==> src/rtl/fdb_pkg.sv <==
package fdb_pkg;
  typedef enum logic [1:0] {
    BUF_FREE = 2'd0,
    BUF_FILL = 2'd1,
    BUF_FULL = 2'd2
  } buf_state_t;
endpackage

==> src/rtl/fdb_sof_det.sv <==
// Input register stage: captures the pixel stream and flags frame starts.
module fdb_sof_det #(
  parameter int DATA_W = 8
) (
  input  logic              clk,
  input  logic              rst,
  input  logic              in_valid,
  input  logic              in_sof,
  input  logic [DATA_W-1:0] in_data,
  output logic              s1_valid,
  output logic              s1_start,
  output logic [DATA_W-1:0] s1_data
);
  always_ff @(posedge clk) begin
    if (rst) begin
      s1_valid <= 1'b0;
      s1_start <= 1'b0;
      s1_data  <= '0;
    end else begin
      s1_valid <= in_valid;
      s1_start <= in_valid & in_sof;
      s1_data  <= in_data;
    end
  end
endmodule

==> src/rtl/fdb_buf_mgr.sv <==
// Buffer ownership and write side: allocation at frame start, write counter,
// bank steering and registered write strobes.
module fdb_buf_mgr
  import fdb_pkg::*;
#(
  parameter int DATA_W    = 8,
  parameter int FRAME_PIX = 64,
  parameter int NBUF      = 2,
  localparam int PW = $clog2(FRAME_PIX),
  localparam int BW = $clog2(NBUF),
  localparam int AW = BW + PW - 1
) (
  input  logic              clk,
  input  logic              rst,
  input  logic              s1_valid,
  input  logic              s1_start,
  input  logic [DATA_W-1:0] s1_data,
  input  logic              done,
  input  logic [BW-1:0]     done_buf,
  output logic [NBUF-1:0]   buf_full,
  output logic              wr_go_nxt,
  output logic              wr_bank_nxt,
  output logic [1:0]        wr_we,
  output logic [AW-1:0]     wr_addr,
  output logic [DATA_W-1:0] wr_data
);
  buf_state_t       st [NBUF];
  logic [BW-1:0]    wr_ptr;
  logic [PW-1:0]    pix;
  logic             filling;
  logic             start_ok, cont, last;
  logic [PW-1:0]    wr_pix;

  always_comb begin
    start_ok    = s1_valid && s1_start && (st[wr_ptr] != BUF_FULL);
    cont        = s1_valid && !s1_start && filling;
    wr_go_nxt   = start_ok || cont;
    wr_pix      = start_ok ? '0 : pix;
    wr_bank_nxt = wr_pix[0];
    last        = wr_go_nxt && (wr_pix == PW'(FRAME_PIX - 1));
  end

  always_ff @(posedge clk) begin
    if (rst) begin
      for (int i = 0; i < NBUF; i++) st[i] <= BUF_FREE;
      wr_ptr  <= '0;
      pix     <= '0;
      filling <= 1'b0;
      wr_we   <= 2'b00;
      wr_addr <= '0;
      wr_data <= '0;
    end else begin
      wr_we   <= wr_go_nxt ? (wr_bank_nxt ? 2'b10 : 2'b01) : 2'b00;
      wr_addr <= {wr_ptr, wr_pix[PW-1:1]};
      wr_data <= s1_data;
      if (done) st[done_buf] <= BUF_FREE;
      if (start_ok) begin
        st[wr_ptr] <= BUF_FILL;
        filling    <= 1'b1;
        pix        <= PW'(1);
      end else if (s1_valid && s1_start) begin
        filling <= 1'b0;
      end else if (cont) begin
        pix <= pix + PW'(1);
      end
      if (last) begin
        st[wr_ptr] <= BUF_FULL;
        filling    <= 1'b0;
        pix        <= '0;
        wr_ptr     <= (wr_ptr == BW'(NBUF - 1)) ? '0 : wr_ptr + BW'(1);
      end
    end
  end

  for (genvar g = 0; g < NBUF; g++) begin : g_full
    assign buf_full[g] = (st[g] == BUF_FULL);


    full_from_fill_chk: assert property (@(posedge clk) disable iff (rst)
      $rose(buf_full[g]) |-> $past(st[g]) == BUF_FILL);
  end


  release_full_chk: assert property (@(posedge clk) disable iff (rst)
    done |-> buf_full[done_buf]);


  one_bank_write_chk: assert property (@(posedge clk) disable iff (rst)
    $onehot0(wr_we));
endmodule

==> src/rtl/fdb_rd_path.sv <==
// Read side: drains full buffers in ring order, takes the bank slot the
// writer leaves idle, and queues returning data for the valid/ready output.
module fdb_rd_path #(
  parameter int DATA_W    = 8,
  parameter int FRAME_PIX = 64,
  parameter int NBUF      = 2,
  parameter int OQ_DEPTH  = 4,
  localparam int PW = $clog2(FRAME_PIX),
  localparam int BW = $clog2(NBUF),
  localparam int AW = BW + PW - 1,
  localparam int QW = $clog2(OQ_DEPTH),
  localparam int CW = $clog2(OQ_DEPTH + 1)
) (
  input  logic              clk,
  input  logic              rst,
  input  logic [NBUF-1:0]   buf_full,
  input  logic              wr_go_nxt,
  input  logic              wr_bank_nxt,
  input  logic [DATA_W-1:0] mem_rdata0,
  input  logic [DATA_W-1:0] mem_rdata1,
  input  logic              out_ready,
  output logic              done,
  output logic [BW-1:0]     done_buf,
  output logic [1:0]        rd_re,
  output logic [AW-1:0]     rd_addr,
  output logic              out_valid,
  output logic              out_sof,
  output logic [DATA_W-1:0] out_data
);
  logic              active;
  logic [BW-1:0]     rd_ptr;
  logic [PW-1:0]     rpix;
  logic              p1_v, p1_bank, p1_sof;
  logic              p2_v, p2_bank, p2_sof;
  logic [DATA_W-1:0] q_data [OQ_DEPTH];
  logic              q_sof  [OQ_DEPTH];
  logic [QW-1:0]     wp, rp;
  logic [CW-1:0]     cnt;
  logic              credit_ok, issue, rlast, push, pop;

  always_comb begin
    credit_ok = (int'(cnt) + int'(p1_v) + int'(p2_v)) < OQ_DEPTH;
    issue     = active && credit_ok && !(wr_go_nxt && (wr_bank_nxt == rpix[0]));
    rlast     = (rpix == PW'(FRAME_PIX - 1));
    done      = issue && rlast;
    done_buf  = rd_ptr;
    push      = p2_v;
    pop       = out_valid && out_ready;
  end

  always_ff @(posedge clk) begin
    if (rst) begin
      active  <= 1'b0;
      rd_ptr  <= '0;
      rpix    <= '0;
      rd_re   <= 2'b00;
      rd_addr <= '0;
      p1_v    <= 1'b0;
      p1_bank <= 1'b0;
      p1_sof  <= 1'b0;
      p2_v    <= 1'b0;
      p2_bank <= 1'b0;
      p2_sof  <= 1'b0;
      wp      <= '0;
      rp      <= '0;
      cnt     <= '0;
    end else begin
      if (!active && buf_full[rd_ptr]) begin
        active <= 1'b1;
        rpix   <= '0;
      end
      if (issue) begin
        rd_re   <= rpix[0] ? 2'b10 : 2'b01;
        rd_addr <= {rd_ptr, rpix[PW-1:1]};
        p1_v    <= 1'b1;
        p1_bank <= rpix[0];
        p1_sof  <= (rpix == '0);
        rpix    <= rpix + PW'(1);
        if (rlast) begin
          active <= 1'b0;
          rpix   <= '0;
          rd_ptr <= (rd_ptr == BW'(NBUF - 1)) ? '0 : rd_ptr + BW'(1);
        end
      end else begin
        rd_re <= 2'b00;
        p1_v  <= 1'b0;
      end
      p2_v    <= p1_v;
      p2_bank <= p1_bank;
      p2_sof  <= p1_sof;
      if (push) wp <= wp + QW'(1);
      if (pop)  rp <= rp + QW'(1);
      cnt <= cnt + CW'(push) - CW'(pop);
    end
  end

  always_ff @(posedge clk) begin
    if (push) begin
      q_data[wp] <= p2_bank ? mem_rdata1 : mem_rdata0;
      q_sof[wp]  <= p2_sof;
    end
  end

  assign out_valid = (cnt != '0);
  assign out_data  = q_data[rp];
  assign out_sof   = q_sof[rp];


  hold_under_stall_chk: assert property (@(posedge clk) disable iff (rst)
    ($past(out_valid) && !$past(out_ready)) |->
      (out_valid && $stable(out_data) && $stable(out_sof)));


  idle_after_reset_chk: assert property (@(posedge clk)
    $past(rst) |-> !out_valid);
endmodule

==> src/rtl/frame_decim_buf.sv <==
module frame_decim_buf #(
  parameter int DATA_W    = 8,
  parameter int FRAME_PIX = 64,
  parameter int NBUF      = 2,
  parameter int OQ_DEPTH  = 4,
  localparam int AW = $clog2(NBUF) + $clog2(FRAME_PIX) - 1
) (
  input  logic              clk,
  input  logic              rst,
  input  logic              in_valid,
  input  logic              in_sof,
  input  logic [DATA_W-1:0] in_data,
  output logic              out_valid,
  input  logic              out_ready,
  output logic              out_sof,
  output logic [DATA_W-1:0] out_data,
  output logic [1:0]        mem_we,
  output logic [1:0]        mem_re,
  output logic [AW-1:0]     mem_addr0,
  output logic [AW-1:0]     mem_addr1,
  output logic [DATA_W-1:0] mem_wdata,
  input  logic [DATA_W-1:0] mem_rdata0,
  input  logic [DATA_W-1:0] mem_rdata1
);
  localparam int BW = $clog2(NBUF);

  logic              s1_valid, s1_start;
  logic [DATA_W-1:0] s1_data;
  logic [NBUF-1:0]   buf_full;
  logic              wr_go_nxt, wr_bank_nxt, done;
  logic [BW-1:0]     done_buf;
  logic [1:0]        wr_we, rd_re;
  logic [AW-1:0]     wr_addr, rd_addr;
  logic [AW-1:0]     bank_addr [2];

  fdb_sof_det #(.DATA_W(DATA_W)) u_det (
    .clk(clk), .rst(rst), .in_valid(in_valid), .in_sof(in_sof), .in_data(in_data),
    .s1_valid(s1_valid), .s1_start(s1_start), .s1_data(s1_data)
  );

  fdb_buf_mgr #(.DATA_W(DATA_W), .FRAME_PIX(FRAME_PIX), .NBUF(NBUF)) u_mgr (
    .clk(clk), .rst(rst), .s1_valid(s1_valid), .s1_start(s1_start), .s1_data(s1_data),
    .done(done), .done_buf(done_buf), .buf_full(buf_full),
    .wr_go_nxt(wr_go_nxt), .wr_bank_nxt(wr_bank_nxt),
    .wr_we(wr_we), .wr_addr(wr_addr), .wr_data(mem_wdata)
  );

  fdb_rd_path #(.DATA_W(DATA_W), .FRAME_PIX(FRAME_PIX), .NBUF(NBUF),
                .OQ_DEPTH(OQ_DEPTH)) u_rd (
    .clk(clk), .rst(rst), .buf_full(buf_full),
    .wr_go_nxt(wr_go_nxt), .wr_bank_nxt(wr_bank_nxt),
    .mem_rdata0(mem_rdata0), .mem_rdata1(mem_rdata1), .out_ready(out_ready),
    .done(done), .done_buf(done_buf), .rd_re(rd_re), .rd_addr(rd_addr),
    .out_valid(out_valid), .out_sof(out_sof), .out_data(out_data)
  );

  for (genvar b = 0; b < 2; b++) begin : g_bank
    assign bank_addr[b] = wr_we[b] ? wr_addr : rd_addr;


    no_bank_clash_chk: assert property (@(posedge clk) disable iff (rst)
      !(mem_we[b] && mem_re[b]));
  end

  assign mem_we    = wr_we;
  assign mem_re    = rd_re;
  assign mem_addr0 = bank_addr[0];
  assign mem_addr1 = bank_addr[1];
endmodule

==> config.mk <==
export PLATFORM = sky130hd
export DESIGN_NAME = frame_decim_buf
export DESIGN_NICKNAME = d
export VERILOG_FILES = /design/src/rtl/fdb_pkg.sv /design/src/rtl/fdb_sof_det.sv /design/src/rtl/fdb_buf_mgr.sv /design/src/rtl/fdb_rd_path.sv /design/src/rtl/frame_decim_buf.sv
export SDC_FILE = /design/constraint.sdc
export NUM_CORES = 1
export LEC_CHECK = 0
export BUFFER_PORTS_ARGS = -buffer_cell sky130_fd_sc_hd__buf_2
export CAP_MARGIN = 0
export CELL_PAD_IN_SITES_DETAIL_PLACEMENT = 0
export CELL_PAD_IN_SITES_GLOBAL_PLACEMENT = 1
export CORE_ASPECT_RATIO = 0.5
export CORE_UTILIZATION = 41
export DETAILED_ROUTE_END_ITERATION = 8
export PLACE_DENSITY_LB_ADDON = 0.08
export SLEW_MARGIN = 5
export SYNTH_ARGS = -nofsm -noshare
export SYNTH_HDL_FRONTEND = slang
export SYNTH_SLANG_ARGS = --single-unit
==> constraint.sdc <==
create_clock -name clk -period 1.9 [get_ports clk]
set_input_delay 0.19 -clock clk [delete_from_list [all_inputs] [get_ports clk]]
set_output_delay 0.19 -clock clk [all_outputs]
set_load 0.02 [all_outputs]
==> results of run 1 <==
kinds of logic (layout without fill, tap and decap cells):
family                   count (synthesis)  count (layout)  share of synthesized area
AO/OA/AOI/OAI                           21              21                     0.0425
flip-flops                             106             106                      0.591
AND/OR/NAND/NOR                        120             120                      0.154
buffers and inverters                   25             115                     0.0305
adder cells (fa/ha/maj)                 13              13                     0.0399
XOR/XNOR                                11              11                     0.0226
multiplexers                            37              37                      0.119
final cells by class:
class / instances / area, sq um / share of cell area
Clock buffer: 10 / 229 / 0.0431
Clock inverter: 6 / 57.6 / 0.0108
Inverter: 9 / 33.8 / 0.00635
Multi-Input combinational cell: 202 / 1740 / 0.328
Sequential cell: 106 / 2530 / 0.475
Tap cell: 135 / 169 / 0.0318
Timing Repair Buffer: 90 / 558 / 0.105
how the worst max path moves through the flow:
stage                          end  slack (ns)  cells past startpoint
finish                 u_rd.cnt[1]       -0.08                      8
global route           u_rd.cnt[1]       -0.12                      8
CTS                    u_rd.cnt[1]       -0.09                      8
detailed placement  u_mgr.st[0][0]       -0.10                      7
global placement    u_mgr.st[0][0]       -0.09                      7
floorplan           u_mgr.st[0][0]       -0.08                      7
registers in the layout, indices dropped and copies added, names as in the netlist, 3 cells and up, named ones only:
register       cells
u_rd.q_data       32
u_det.s1_data      8
u_mgr.wr_data      8
u_mgr.pix          6
u_mgr.wr_addr      6
u_rd.rd_addr       6
u_rd.rpix          6
u_mgr.st           4
u_rd.q_sof         4
u_rd.cnt           3
synthesized netlist by cell type (2+ instances only):
| library cell | count | area share |
|---|---|---|
| a21o_2 | 2 | 0.0041 |
| nand3_1 | 10 | 0.012 |
| inv_1 | 9 | 0.0079 |
| ha_1 | 12 | 0.035 |
| mux4_2 | 9 | 0.047 |
| edfxtp_1 | 40 | 0.28 |
| xnor2_1 | 7 | 0.014 |
| or4_1 | 2 | 0.0035 |
| nor2b_1 | 22 | 0.032 |
| and3_1 | 4 | 0.0059 |
| buf_2 | 3 | 0.0035 |
| and2_1 | 11 | 0.016 |
| nand2_1 | 12 | 0.011 |
| buf_6 | 3 | 0.0079 |
| nand2b_1 | 7 | 0.010 |
| xor2_1 | 4 | 0.0082 |
| and3b_1 | 2 | 0.0041 |
| clkbuf_1 | 8 | 0.0070 |
| a21oi_1 | 9 | 0.011 |
| or3_1 | 2 | 0.0029 |
| nor3b_1 | 2 | 0.0035 |
| dfxtp_1 | 66 | 0.31 |
| nor3_1 | 8 | 0.0094 |
| mux2i_1 | 8 | 0.019 |
| mux2_2 | 20 | 0.053 |
| nor2_1 | 29 | 0.026 |
routing by layer:
layer	global-route usage	vias to the layer above	wire length [um]
met5	0	-	0
met4	0.0486	0	98
met3	0.0521	10	346
met2	0.258	57	3540
met1	0.203	1242	3960
li1	-	1341	-
worst max-delay path: stages (launching register included):
cell and delay [ns]:
dfxtp_2 0.34, or3_4 0.39, and2_4 0.16, ha_4 0.20
inv_2 0.06, ha_4 0.12, inv_2 0.03, fa_2 0.53
nor2_2 0.04
power breakdown:
| group | internal (W) | switching [W] | leakage (nW) | total [W] |
|---|---|---|---|---|
| registers | 0.00246 | 0.0000761 | 0.904 | 0.00253 |
| logic | 0.000537 | 0.000488 | 1.08 | 0.00103 |
| clock network | 0.000920 | 0.000859 | 0.141 | 0.00178 |
| total | 0.00391 | 0.00142 | 2.13 | 0.00534 |
stage by stage:
stage	hold slack, ns	instances	util	TNS, ns	setup slack [ns]
after floorplan	0.312	333	-	-0.260	-0.0763
after global placement	0.397	535	0.499	-0.229	-0.0912
after detailed placement	0.395	535	0.499	-0.397	-0.105
after CTS	0.0341	551	0.533	-0.232	-0.0887
after global routing	0.0395	558	0.545	-0.610	-0.122
final	0.0502	558	0.545	-0.202	-0.0780
timing repair:
item                       in CTS  in global routing
setup endpoints to repair       8                 17
resized for setup              10                 10
pin swaps                       5                  2
gates cloned                    0                  1
setup buffers                   0                  6
==> run_results.csv, run 1 <==
group,metric,value,unit
synthesis,netlist_area,4270,sq um
power_and_ir_drop,power_density,1000,nW/um^2
place,io_buffer_count,62,
place,placed_cell_area,4870,sq um
synthesis,yosys_warnings,0,
grt,antenna_found_initial,0,
die,rows,25,
layout,diodes,0,
grt,grt_start_max_net_pins,23,
drt,drtAntennaViolNets,0,
critical_path,endpoint_kind,"register",
grt,grt_usage,0.158,
synthesis,syn_area_per_cell,12.8,sq um
layout,fin_area,5320,sq um
sta,setup_slack,-0.0780,ns
power_and_ir_drop,ir_drop,519,uV
clock_network,htree_levels,3,
synthesis,synth-seq-area-share,0.591,
grt,grt_pass1_vias,2674,
status,failed_checks,"setup timing",
die,io_pins,63,
critical_path,critPathLaunch,"u_rd.cnt[0]",
die,die_h,74.1,um
place,dp_hpwl,5700,um
critical_path,reg2reg_slack,-0.08,ns
critical_path,path_max_fanout,3,
critical_path,rr_worst_depth,8,
synthesis,synth_edf_count,40,
critical_path,reg2reg_from,"u_rd.cnt[0]",
sta,hold_viol,0,
critical_path,rr_endpoint,"u_rd.cnt[1]",
die,start_util,0.437,
place,place.gp.congestion,0.740,
clock_network,clock_path_buffers,2,
critical_path,crit_type,"reg2reg",
layout,syn2layout_area_growth,24.6,%
drt,drt_iter0_markers,85,
layout,finalNetCount,460,
sta,finClkSkew,0.00726,ns
drt,wire_per_inst,14.2,um
sta,slew_viol_final,0,
die,design.core.area,9760,sq um
sta,tightest_slew,0.487,ns
layout,nFillCells,839,
grt,gr-total-overflow,0,
synthesis,ys_ff_latch,106,
layout,final_layout_size_suffix_gt1_frac,0.400,
synthesis,synth_top_flop_cell,"dfxtp_1",
sta,finalCritPeriodShare,1.04,
power_and_ir_drop,cellLeakagePower,2.13,nW
die,dieArea,10800,sq um
clock_network,cts_sinks,106,
layout,mostFrequentLayoutCells,"dfxtp_1, buf_2, edfxtp_1, nor2_1, buf_4",
clock_network,holdBufCountCts,0,
clock_network,cts.clk_slew.worst_paths,0.07,ns
sta,slew_headroom,0.675,
clock_network,numCtsBuffers,9,
clock_network,cts_tree,"built",
sta,rsz0062_at_grt,"yes",
synthesis,syn-num-nets,375,
hold_path,min_path_type,"in2reg",
flow_run,drv_cap,0,
drt,first_pass_iters,4,
critical_path,crit_required,2.12,ns
sta,layout_min_cycle_time,1.98,ns
sta,setup_viol,4,
clock_network,ctsRootBufferMaster,"clkbuf_16",
drt,drcViolationCount,0,
hold_path,min_from,"in_sof",
critical_path,startpoint_type,"register",
grt,grt_first_pass_wirelength,13000,um
synthesis,ys_types,48,
die,die_w,146,um
synthesis,synth_cells,333,
synthesis,async_flop_share,0,
critical_path,arrival,2.20,ns
layout,layout_commonest_cell,"dfxtp_1",
clock_network,clkLatencyLatePin,0.34,ns
drt,via_per_inst,4.75,
hold_path,whs_endpoint,"u_det.s1_start",
drt,wl,7950,um
hold_path,hold_depth,2,
sta,fmax,0.506,GHz
power_and_ir_drop,power,0.00534,W
drt,vias,2650,
status,status,"finished with violations",
No activity file was read; power rests on OpenSTA's default activity.
==> run 2, diff against run 1 <==
Settings changed: ABC_AREA set to 1, CORE_UTILIZATION 41 to 39.
==> run_results.csv, run 2 <==
group,metric,value,unit
status,status,"finished clean",
place,place.gp.congestion,0.742,
clock_network,clock_path_buffers,2,
synthesis,ys_ff_latch,106,
synthesis,yosys_warnings,0,
place,dp_hpwl,5820,um
critical_path,worst-path-stages,9,
drt,via_per_inst,4.58,
sta,layout_min_cycle_time,1.89,ns
synthesis,synth_top_family_by_area,"simple AND/OR/NAND/NOR gates",
critical_path,max_stage_delay,0.51,ns
sta,slew_headroom,0.642,
critical_path,crit_required,2.12,ns
drt,drtAntennaViolNets,0,
layout,diodes,0,
power_and_ir_drop,intPower,0.00382,W
power_and_ir_drop,p_switching,0.00152,W
synthesis,async_flop_share,0,
clock_network,htree_levels,3,
layout,finalNetCount,585,
critical_path,path_max_fanout,3,
power_and_ir_drop,pwr-share-comb,0.198,
sta,fmax,0.530,GHz
clock_network,cts_sinks,106,
synthesis,netlist_area,4340,sq um
drt,wire_per_inst,12.4,um
power_and_ir_drop,p_seq_frac,0.470,
clock_network,holdBufCountCts,0,
layout,regMostFlops,"u_rd.q_data",
synthesis,yosys.area.top_type,"dfxtp_1",
hold_path,hold_depth,3,
power_and_ir_drop,power_density,1010,nW/um^2
synthesis,synthMuxAreaShare,0.0208,
clock_network,clkLatencyLatePin,0.34,ns
critical_path,rr_worst_depth,9,
critical_path,endpoint_kind,"register",
synthesis,synth_top_flop_cell,"dfxtp_1",
clock_network,cts.clk_slew.worst_paths,0.07,ns
grt,grt_start_max_net_pins,37,
drt,drcViolationCount,0,
die,design.core.area,10500,sq um
sta,hold_viol,0,
synthesis,synth-xor-area-share,0.00807,
place,dp_slack,-0.00959,ns
synthesis,syn-num-nets,505,
synthesis,yosysMostFrequentCell,"nor2_1",
clock_network,cts_tree,"built",
place,io_buffer_count,62,
synthesis,yosys.area_share.simple,0.181,
die,die_h,76.6,um
clock_network,ctsRootBufferMaster,"clkbuf_16",
synthesis,synth_compound_area_frac,0.0946,
synthesis,yosys-top-cells-area,"dfxtp_1, edfxtp_1, nor2_1",
synthesis,ys_types,34,
critical_path,cpLargestDelayFamily,"adder cells",
critical_path,critical-path-slowest-cell,"fa_2",
die,start_util,0.413,
sta,setup_slack,0.0117,ns
flow_run,drv_cap,0,
sta,final.setup.tns,0,ns
synthesis,syn_area_per_cell,9.37,sq um
layout,layout_commonest_cell,"nor2_1",
clock_network,numCtsBuffers,9,
sta,setup_viol,0,
drt,wl,8500,um
sta,tightest_slew,0.536,ns
sta,finalCritPeriodShare,0.994,
critical_path,crit_chain,"or3_4 -> nand2_2 -> inv_2 -> ha_4 -> inv_4 -> ha_4 -> inv_2 -> fa_2 -> nor2_1",
die,rows,26,
power_and_ir_drop,p_sw_frac,0.285,
grt,grt_first_pass_wirelength,13800,um
layout,syn2layout_area_growth,21.7,%
synthesis,synth_edf_count,40,
sta,slew_viol_final,0,
layout,top_regs,"u_rd.q_data: 32 flops, u_det.s1_data: 8 flops, u_mgr.wr_data: 8 flops",
synthesis,synth_adder_area_share,0.0392,
synthesis,synth-seq-area-share,0.581,
synthesis,yosysTopAreaCellShare,0.304,
grt,gr-total-overflow,0,
grt,grt_pass1_vias,2885,
sta,rsz0062_at_grt,"yes",
layout,largest_reg_flops,32,
synthesis,ys_top_cells_by_count,"nor2_1, dfxtp_1, inv_1",
layout,mostFrequentLayoutCells,"nor2_1, dfxtp_1, inv_1, buf_2, nand2_1",
critical_path,arrival,2.11,ns
layout,final_layout_size_suffix_gt1_frac,0.259,
critical_path,path_buf_inv,3,
die,io_pins,63,
drt,drt_iter0_markers,141,
synthesis,synth_cells,463,
sta,finClkSkew,0.00911,ns
hold_path,min_path_type,"in2reg",
critical_path,startpoint_type,"register",
grt,antenna_found_initial,0,
power_and_ir_drop,cellLeakagePower,2.24,nW
power_and_ir_drop,ir_drop,474,uV
grt,grt_usage,0.155,
drt,first_pass_iters,4,
die,dieArea,11600,sq um
power_and_ir_drop,p_clk_frac,0.332,
die,die_w,151,um
drt,vias,3148,
critical_path,crit_type,"reg2reg",
run 2: through the flow:
step                hold slack, ns  total power, W  instances  cell area [sq um]  utilization
CTS                         0.0288         0.00539        683               5210        0.496
global route                0.0281         0.00564        688               5280        0.503
floorplan                    0.297         0.00325        463               4380            -
finish                      0.0425         0.00535        688               5280        0.503
global placement             0.388         0.00358        667               4920        0.468
detailed placement           0.394         0.00359        667               4920        0.468
run 2: area by class of cell:
type                    instances  area, sq um
clock inverters                 6         50.0
repair buffers                 84          483
fillers                       993         5230
clock buffers                  10          239
multi-input cells             273         1550
flip-flops and latches        106         2520
well taps                     140          175
inverters                      69          264
run 2: final timing paths:
kind | startpoint | end | slack [ns]
setup / recovery | u_rd.cnt[0] | u_rd.cnt[1] | 0.01
hold / removal | in_data[3] | u_det.s1_data[3] | 0.04
setup reg to reg | u_rd.cnt[0] | u_rd.cnt[1] | 0.01
hold reg to reg | u_det.s1_data[1] | u_mgr.wr_data[1] | 0.40
run 2: what timing repair did:
action,4_1_cts,5_1_grt
resized for setup,1,9
setup buffers,0,5
endpoints found under the setup margin,1,18
pin swaps,2,7
run 2: kinds of logic after synthesis:
| logic type | count (synthesis) |
|---|---|
| AOI/OAI and AO/OA | 76 |
| xor gates and xnor gates | 4 |
| adders and majority gates | 13 |
| buffers and inverters | 84 |
| DFF | 106 |
| muxes | 8 |
| and+or+nand+nor | 172 |
run 2: worst min-delay path, delay by kind of cell:
family	cells	cell delay, ns
buffers and inverters	2	0.10
and+or+nand+nor	1	0.06
run 2: routing by layer:
metal / vias to the layer above / track usage / wire (um)
met5: - / 0 / 0
met4: 0 / 0.0370 / 75
met3: 8 / 0.0515 / 346
met2: 49 / 0.244 / 3780
met1: 1425 / 0.206 / 4290
li1: 1666 / - / -
run 2: power by group through the flow:
stage	Sequential, W	Clock [W]	Combinational (W)
2_1_floorplan	0.00258	0	0.000671
3_3_place_gp	0.00256	0	0.00102
3_5_place_dp	0.00256	0	0.00103
4_1_cts	0.00251	0.00183	0.00105
5_1_grt	0.00252	0.00194	0.00118
6_report	0.00251	0.00178	0.00106
